<file path="src/rtl/mb_pkg.sv">
// Shared types for the radix-4 Booth multiplier.
// Assumes: nothing beyond the standard language.
package mb_pkg;
    // Signed Booth digit decoded as controls for the addend path
    typedef struct packed {
        logic neg;   // subtract the selected multiple
        logic two;   // select 2*A instead of A
        logic zero;  // add nothing
    } digit_t;
endpackage

</file>
<file path="src/rtl/mb_recoder.sv">
// Booth recoder: maps a 3-bit overlapping multiplier window to a digit.
// Assumes: window is {upper, middle, lower bit}, lower is 0 for the first step.
module mb_recoder
    import mb_pkg::*;
(
    input  logic [2:0] window,
    output digit_t     digit
);
    // Decode window into sign, magnitude-2 and zero controls
    always_comb begin
        digit.zero = (window == 3'b000) || (window == 3'b111);
        digit.two  = (window == 3'b011) || (window == 3'b100);
        digit.neg  = window[2] && !digit.zero;
    end

    // exactly one magnitude class applies per window
    always_comb begin
        a_digit_class_r1: assert ($countones({digit.zero, digit.two, window[1] ^ window[0]}) == 1);
    end
endmodule

</file>
<file path="src/rtl/mb_datapath.sv">
// Booth datapath: holds multiplicand, shifting multiplier and partial product.
// Assumes: WIDTH is even and >= 4; load and step are never high together.
module mb_datapath
    import mb_pkg::*;
#(
    parameter int WIDTH = 8
) (
    input  logic               clk,
    input  logic               rst_n,
    input  logic               load,
    input  logic               step,
    input  logic [WIDTH-1:0]   mcand,
    input  logic [WIDTH-1:0]   mplier,
    output logic [2*WIDTH-1:0] prod_next
);
    localparam int AW = WIDTH + 2;

    logic [WIDTH-1:0] a_q;
    logic [AW-1:0]    acc_q;
    logic [WIDTH-1:0] x_q;
    logic             low_q;
    logic [AW-1:0]    mag;
    logic [AW-1:0]    addend;
    logic [AW-1:0]    sum;
    digit_t           dig;

    mb_recoder u_rec (
        .window ({x_q[1:0], low_q}),
        .digit  (dig)
    );

    // Select 0, A or 2A sign-extended, then invert with carry-in for negation
    always_comb begin
        if (dig.zero)
            mag = '0;
        else if (dig.two)
            mag = {a_q[WIDTH-1], a_q, 1'b0};
        else
            mag = {{2{a_q[WIDTH-1]}}, a_q};
        addend = dig.neg ? ~mag : mag;
        sum    = acc_q + addend + AW'(dig.neg);
    end

    // Product as it will stand after the current step's shift
    assign prod_next = {sum, x_q[WIDTH-1:2]};

    // Load operands, or add and shift two places arithmetically
    always_ff @(posedge clk) begin
        if (!rst_n) begin
            a_q   <= '0;
            acc_q <= '0;
            x_q   <= '0;
            low_q <= 1'b0;
        end else if (load) begin
            a_q   <= mcand;
            acc_q <= '0;
            x_q   <= mplier;
            low_q <= 1'b0;
        end else if (step) begin
            acc_q <= {{2{sum[AW-1]}}, sum[AW-1:2]};
            x_q   <= {sum[1:0], x_q[WIDTH-1:2]};
            low_q <= x_q[1];
        end
    end

    // like-signed operands never yield an opposite-signed sum
    p_no_overflow_r9: assert property (@(posedge clk) disable iff (!rst_n)
        (step && !dig.zero && (acc_q[AW-1] == addend[AW-1]) && (mag != '0))
            |-> (sum[AW-1] == acc_q[AW-1]));

    // first step sees an implicit zero below bit 0
    p_low_zero_r2: assert property (@(posedge clk) disable iff (!rst_n)
        load |=> (low_q == 1'b0));
endmodule

</file>
<file path="src/rtl/mb_ctrl.sv">
// Step sequencer: counts WIDTH/2 steps after an accepted start.
// Assumes: start is ignored whenever busy is high.
module mb_ctrl #(
    parameter int WIDTH = 8
) (
    input  logic clk,
    input  logic rst_n,
    input  logic start,
    output logic load,
    output logic step,
    output logic last,
    output logic busy,
    output logic done
);
    localparam int STEPS = WIDTH / 2;
    localparam int CW    = $clog2(STEPS) + 1;

    logic [CW-1:0] cnt_q;

    assign load = start && !busy;
    assign step = busy;
    assign last = busy && (cnt_q == '0);

    // Busy flag, remaining-step counter and done pulse
    always_ff @(posedge clk) begin
        if (!rst_n) begin
            busy  <= 1'b0;
            done  <= 1'b0;
            cnt_q <= '0;
        end else begin
            done <= last;
            if (load) begin
                busy  <= 1'b1;
                cnt_q <= CW'(STEPS - 1);
            end else if (last) begin
                busy <= 1'b0;
            end else if (busy) begin
                cnt_q <= cnt_q - 1'b1;
            end
        end
    end

    // an accepted start raises busy on the next cycle
    p_start_busy_r6: assert property (@(posedge clk) disable iff (!rst_n)
        (start && !busy) |=> busy);
    // done lasts a single cycle
    p_done_pulse_r7: assert property (@(posedge clk) disable iff (!rst_n)
        done |=> !done);
    // done follows the fall of busy
    p_done_after_busy_r7: assert property (@(posedge clk) disable iff (!rst_n)
        done |-> (!busy && $past(busy)));
endmodule

</file>
<file path="src/rtl/booth_mul_seq.sv">
// Top: sequential radix-4 Booth signed multiplier with start/busy/done.
// Assumes: WIDTH even and >= 4; operands are two's complement.
module booth_mul_seq #(
    parameter int WIDTH = 8
) (
    input  logic               clk,
    input  logic               rst_n,
    input  logic               start,
    input  logic [WIDTH-1:0]   mcand,
    input  logic [WIDTH-1:0]   mplier,
    output logic               busy,
    output logic               done,
    output logic [2*WIDTH-1:0] product
);
    logic               load;
    logic               step;
    logic               last;
    logic [2*WIDTH-1:0] prod_next;

    mb_ctrl #(.WIDTH(WIDTH)) u_ctrl (
        .clk   (clk),
        .rst_n (rst_n),
        .start (start),
        .load  (load),
        .step  (step),
        .last  (last),
        .busy  (busy),
        .done  (done)
    );

    mb_datapath #(.WIDTH(WIDTH)) u_dp (
        .clk       (clk),
        .rst_n     (rst_n),
        .load      (load),
        .step      (step),
        .mcand     (mcand),
        .mplier    (mplier),
        .prod_next (prod_next)
    );

    // Capture the finished product on the final step
    always_ff @(posedge clk) begin
        if (!rst_n)
            product <= '0;
        else if (last)
            product <= prod_next;
    end

    // product holds whenever no completion is signalled
    p_prod_stable_r8: assert property (@(posedge clk) disable iff (!rst_n)
        !done |-> $stable(product));
endmodule

</file>
<file path="config.mk">
export PLATFORM = sky130hd
export DESIGN_NAME = booth_mul_seq
export DESIGN_NICKNAME = d
export VERILOG_FILES = /design/src/rtl/mb_pkg.sv /design/src/rtl/mb_recoder.sv /design/src/rtl/mb_datapath.sv /design/src/rtl/mb_ctrl.sv /design/src/rtl/booth_mul_seq.sv
export SDC_FILE = /design/constraint.sdc
export NUM_CORES = 1
export LEC_CHECK = 0
export BUFFER_PORTS_ARGS = -buffer_cell sky130_fd_sc_hd__buf_2
export CAP_MARGIN = 30
export CORE_MARGIN = 2
export CORE_UTILIZATION = 51
export DETAILED_ROUTE_END_ITERATION = 10
export GPL_TIMING_DRIVEN = 0
export PLACE_DENSITY = 0.76
export SLEW_MARGIN = 20
export SYNTH_ARGS = -nofsm -noshare
export SYNTH_HDL_FRONTEND = slang
export SYNTH_SLANG_ARGS = --single-unit
</file>
<file path="constraint.sdc">
create_clock -name clk -period 2.4 [get_ports clk]
set_input_delay 0 -clock clk [delete_from_list [all_inputs] [get_ports clk]]
set_output_delay 0 -clock clk [all_outputs]
set_load 0.005 [all_outputs]
</file>
* After elaboration in Yosys (flattened, before gate mapping) *
Index checks and enable logic that the tools add are counted.

storage, ports and cells
  input bits = 19
  register bits after elaboration = 46
  logic and storage cells = 43

operators by class
  equal/unequal tests = 4
  bitwise gates (word level) = 3
  reductions and logical operators = 14
  $add $sub $neg = 3
  multiplexer cells = 10

operators by type and width
  operator             number
  $mux 8               3
  $mux 10              2
  $add 10x1->10        1
  $add 10x10->10       1
  $not 10->10          1
  $eq 3x3->1 const B   2
  $logic_not 3->1      2
  $mux 2               3
  $reduce_and 2->1     2
  $reduce_bool 2->1    2
  $eq 3x2->1 const B   1
  $logic_and 1x1->1    3
  $sub 3x1->3 const B  1
  $logic_not 1->1      2
  $logic_or 1x1->1     2
  $mux 1               2
  $ne 2x2->1 const B   1
  $not 1->1            2
  $reduce_or 2->1      1

* Depth between registers and ports, before layout *
  depth in word-level cells = 10
  gate-level depth with buffers = 10
  mapped depth without buffers = 9

* Hierarchy *
From an unflattened synthesis, not the netlist that was laid out.

second synthesis, totals
  cell total of the unflattened synthesis = 285
  area, all modules = 2671.3 um^2

modules (own cells, without submodules)
  module         cells an instance  instances  area each (um^2)  seq. area each (um^2)
  mb_datapath    198                1          1722.9            500.5
  booth_mul_seq  51                 1          615.6             320.3
  mb_ctrl        29                 1          295.3             100.1
  mb_recoder     7                  1          37.5              0.0

* Least setup slack after synthesis *
No wires, ideal clock.

  path type = flip-flop to flip-flop
  from = register u_dp.x_q[1]
  to = register product[14]
  slack = -0.196 ns
  required time = 2.278 ns
  arrival = 2.474 ns
  path buffers = 1
  cell stages (with the launch flop) = 11
  period minus slack after synthesis = 2.596 ns
  path through = dfxtp_1 -> buf_1 -> xor2_1 -> a22oi_1 -> o21ai_0 -> fa_1 -> a211oi_1 -> nor4b_1 -> or3_1 -> nand3_1 -> a21boi_0

between the ends
  word-level cells in the longest chain between the ends = 8

ends and longest elaborated chain
  element                                          RTL line             RTL
  start, declared                                  mb_datapath.sv:20    logic [WIDTH-1:0] x_q;
  start signal, assigned                           mb_datapath.sv:57    x_q <= mplier;
  start signal, assigned                           mb_datapath.sv:61    x_q <= {sum[1:0], x_q[WIDTH-1:2]};
  $eq 3x2->1 / $eq 3x3->1 (equally long branches)  mb_recoder.sv:12     digit.two = (window == 3'b011) || (window == 3'b100);
  $logic_or 1x1->1                                 mb_recoder.sv:12
  $mux 8                                           mb_datapath.sv:36    else if (dig.two)
  $mux 10                                          mb_datapath.sv:34    if (dig.zero)
  $not 10->10                                      mb_datapath.sv:40    addend = dig.neg ? ~mag : mag;
  $mux 10                                          mb_datapath.sv:40
  $add 10x10->10                                   mb_datapath.sv:41    sum = acc_q + addend + AW'(dig.neg);
  $add 10x1->10 *                                  mb_datapath.sv:41
  end signal, assigned                             booth_mul_seq.sv:46  product <= prod_next;
  end, declared                                    booth_mul_seq.sv:13  output logic [2*WIDTH-1:0] product

Mark *: on every way between the ends. The rest lies on a longest branch, timed or not.
A chain may end at the register's enable or synchronous reset.

* Worst setup path after layout *
  from = register u_dp.x_q[0]
  to = register u_dp.acc_q[5]

between the ends
  word-level cells in the longest chain between the ends = 8

ends and longest elaborated chain
  element                                          RTL line           RTL
  $eq 3x2->1 / $eq 3x3->1 (equally long branches)  mb_recoder.sv:12
  $logic_or 1x1->1                                 mb_recoder.sv:12
  $mux 8                                           mb_datapath.sv:36
  $mux 10                                          mb_datapath.sv:34
  $not 10->10                                      mb_datapath.sv:40
  $mux 10                                          mb_datapath.sv:40
  $add 10x10->10                                   mb_datapath.sv:41
  $add 10x1->10 *                                  mb_datapath.sv:41
  end signal, assigned                             mb_datapath.sv:60  acc_q <= {{2{sum[AW-1]}}, sum[AW-1:2]};
  end, declared                                    mb_datapath.sv:19  logic [AW-1:0] acc_q;

Marks and branches as above.

==> results.txt <==
The flow ran to the end, but the final reports show violations. The checks that failed: negative setup slack. The logs give 28.1 ps for the final worst hold slack and 2426 for the count of vias placed by the detailed router. Layout overhead on the synthesized area: 32.4%. The clock passes through at most 2 buffers. OpenSTA, run right after detailed placement, puts the worst setup slack at -303 ps. Of all flip-flops after synthesis, the portion carrying an async set or reset was 0%.

The most used flip-flop cell after synthesis is dfxtp_1. The tools report the routability congestion estimate from global placement as 0.942. The category of the most critical setup path was flop to flop. The final-report setup violation count was 13; the average instance area after synthesis was 8.55 µm². Clock latency on the worst-skew pair, taken at its later pin, is 320 ps.

In this run the vertical extent of the chip is 74.3 µm. For this design the static power due to leakage is 1.43 nW. STA puts the critical path data required time at 2630 ps. In this run the cell area of the synthesized design comes to 2520 µm².

The total count of hold-check failures in the final report is 0. Synthesis produced a netlist with a net count of 325. The detail-routed net length per standard cell came out at 16.0 µm.

TritonCTS built the clock tree. For the finished layout, the period the worst path requires is 2580 ps. The maximum clock frequency came out at 388 MHz. The tools report the relative slew slack as 45.6%.

The H-tree was split into 2 levels. For the count of final max-slew check failures, the log shows 0. The run gives 9770 µm as the global-route wire length before repair. Yosys mapped a number of flops with a built-in enable equal to 0.

After legalization and detailed placement, the total HPWL measured 4230 µm. The tools report the kind of end point of the critical path as a flop. The logs give 48 for the number of distinct library cell variants in the gate-level netlist after synthesis and 5520 µm² for the overall die area. The power density over cell area came out at 608 nW/µm². Using the TritonRoute via totals, the vias-per-cell ratio works out to 5.68. At the pin with the least slew margin, the transition time is 816 ps. The share of the Yosys chip area taken by registers is 36.5%. The logs give 0 for the global-route congestion overflow total and 5 for the number of detailed-route iterations in the first pass. The highest metal layer carrying signal wires in the routed design is met4.

Input and output buffers added on the ports amount to 35. During I/O placement, the number of pins put on the boundary was 37. The critical path startpoint category was a flop. The worst path setup slack after routing is -177 ps, and the clock transition at the registers of the reported paths is 90 ps. The total number of yosys warnings came out at 0. Row generation in the floorplan step produced 25 rows. The width of the die came out at 74.3 µm. The number of antenna diodes in the final layout is 0.

The detailed router finished its first iteration with 202 violations. The number of cell instances on the worst register-to-register path was 9; the maximum fanout count along the critical path was 7. Via count of the first global-routing pass: 2028. Setup repair after global routing could not meet its margin everywhere.

For the peak ir drop on the vdd network, the log shows 0.374 mV. The tools report the initial standard-cell utilization of the core as 53.0%. The tools report the overall routed net length as 6840 µm.

The tightest min-delay check is of the input port to flop type. The number of sinks on the clock net is 46, and the flop and latch count out of synthesis is 46. The post-route netlist has 27.8% of its cells at a drive strength greater than 1.

The run gives 23.3% as the aggregate global-route resource usage. Entering global routing, the biggest net connects 15 pins. The worst hold path was traced through 3 stages.

Synthesis produced 295 cells. For the number of buffers inserted during clock tree synthesis, the log shows 5. The tools report the final standard cell utilization of the core as 70.2%.

Between clock sinks in the finished design, the worst skew comes to 10.1 ps. For the met3 wire length, the log shows 383 µm. The completed layout was analyzed and its total power is 2.03 mW. For the length of routed wiring on met1, the log shows 2940 µm. The worst path uses 107% of the clock period.

Count of antenna-violating nets left after detailed routing: 0. The core region is 4750 µm². For the final-stage net count, the log shows 389.

The initial antenna violation count is 0. The cell sitting at the root of the clock tree is a clkbuf_8. The tool flagged a number of max-cap violations equal to 0. The count of unresolved DRC violations after routing came out at 0.

Wire segments on met2 add up to 3290 µm in the final route. The worst endpoint data arrival time came out at 2810 ps.
## logic make-up (layout without fill, tap and decap cells)
| family | after synthesis | in the layout | synth area share (%) |
|---|---|---|---|
| AO/OA/AOI/OAI | 80 | 80 | 21.4 |
| XOR/XNOR | 12 | 12 | 4.17 |
| adder cells (fa/ha/maj) | 11 | 11 | 5.76 |
| buffers and inverters | 29 | 94 | 7.59 |
| flip-flops | 46 | 46 | 36.5 |
| multiplexers | 10 | 10 | 4.02 |
| AND/OR/NAND/NOR | 107 | 107 | 20.5 |
## layout make-up
class / count / area [µm²]
Timing Repair Buffer: 58 / 387
Sequential cell: 46 / 930
Clock buffer: 6 / 82.6
Inverter: 10 / 37.5
Multi-Input combinational cell: 220 / 1600
Clock inverter: 2 / 60.1
Fill cell: 357 / 1420
Tap cell: 67 / 83.8
Buffer: 18 / 154
## through the flow
stage	instances	TNS, ps	area, µm²
final	427	-1100	3340
after global placement	397	-1360	2810
after floorplan	295	0	2550
after CTS	421	0	3170
after global routing	427	-2320	3340
after detailed placement	397	-2320	2810
## synth_stat cells (all sizes together) (2+ instances only)
cell type  instances  area, µm²
nand2             53        199
dfxtp             46        921
o21ai             24        120
a21boi            17        128
clkbuf            16        110
nor2              14       52.6
ha                10        125
inv               10       37.5
xor2              10       87.6
and2               9       58.8
mux2i              9       90.1
a21oi              8       40.0
nand3              8       40.0
a22oi              6       45.0
nand4              5       31.3
o211a              5       50.1
nand2b             4       25.0
a211oi             3       22.5
a31oi              3       18.8
o21a               3       22.5
or4b               3       30.0
and3b              2       18.8
buf                2       11.3
nand3b             2       15.0
nor2b              2       12.5
o221ai             2       17.5
o311ai             2       17.5
or3                2       12.5
xnor2              2       17.5
## report_power, final
group,switching [mW],internal [mW]
logic,0.243,0.217
clock network,0.271,0.444
registers,0.0433,0.812
## final timing paths
path               startpoint            end  slack [ps]
hold / removal      mplier[6]    u_dp.x_q[6]          30
setup reg to reg  u_dp.x_q[0]  u_dp.acc_q[5]        -180
hold reg to reg   product[10]    product[10]         450
setup / recovery  u_dp.x_q[0]  u_dp.acc_q[5]        -180
## per-layer routing
metal  GRT usage (%)  up-vias
met5               0        -
met4            8.93        0
met3            4.61       26
met2            37.0       88
met1            31.5     1152
li1                -     1160
## worst max-delay path, stage by stage (launching register included)
cell and delay (ps):
dfxtp_4 390, and3b_2 280, a22oi_1 240, o21ai_1 140, ha_1 380, nand4_1 140, a21oi_2 230, a21oi_2 100
or3_4 380, a311oi_2 220
## flip-flops by register name (all words and copies together), names as in the netlist
signal        count
product          16
u_dp.a_q          8
u_dp.acc_q        8
u_dp.x_q          8
u_ctrl.cnt_q      3
u_ctrl.busy       1
u_ctrl.done       1
u_dp.low_q        1
## cells in the final DEF, fill, tap and decap left out, types with 4 or more instances in the layout
master / n
ha_1: 8
o21ai_1: 9
dfxtp_1: 43
nand2b_1: 4
inv_1: 10
nand2_1: 53
dlygate4sd3_1: 9
clkbuf_1: 10
o21ai_0: 13
nand4_1: 5
and2_1: 8
a21boi_0: 15
nand3_1: 5
buf_2: 35
clkbuf_8: 11
a21oi_1: 4
o211a_1: 5
nor2_1: 12
mux2i_1: 9
xor2_1: 8
buf_4: 14
## timing repair
action	4_1_cts	5_1_grt
hold buffers	9	0
pin swaps	12	15
setup endpoints to repair	13	13
buffers inserted	8	6
endpoints found under the hold margin	9	0
gates resized for setup	23	26
gates cloned	0	0
No activity file was read; power rests on OpenSTA's default activity.
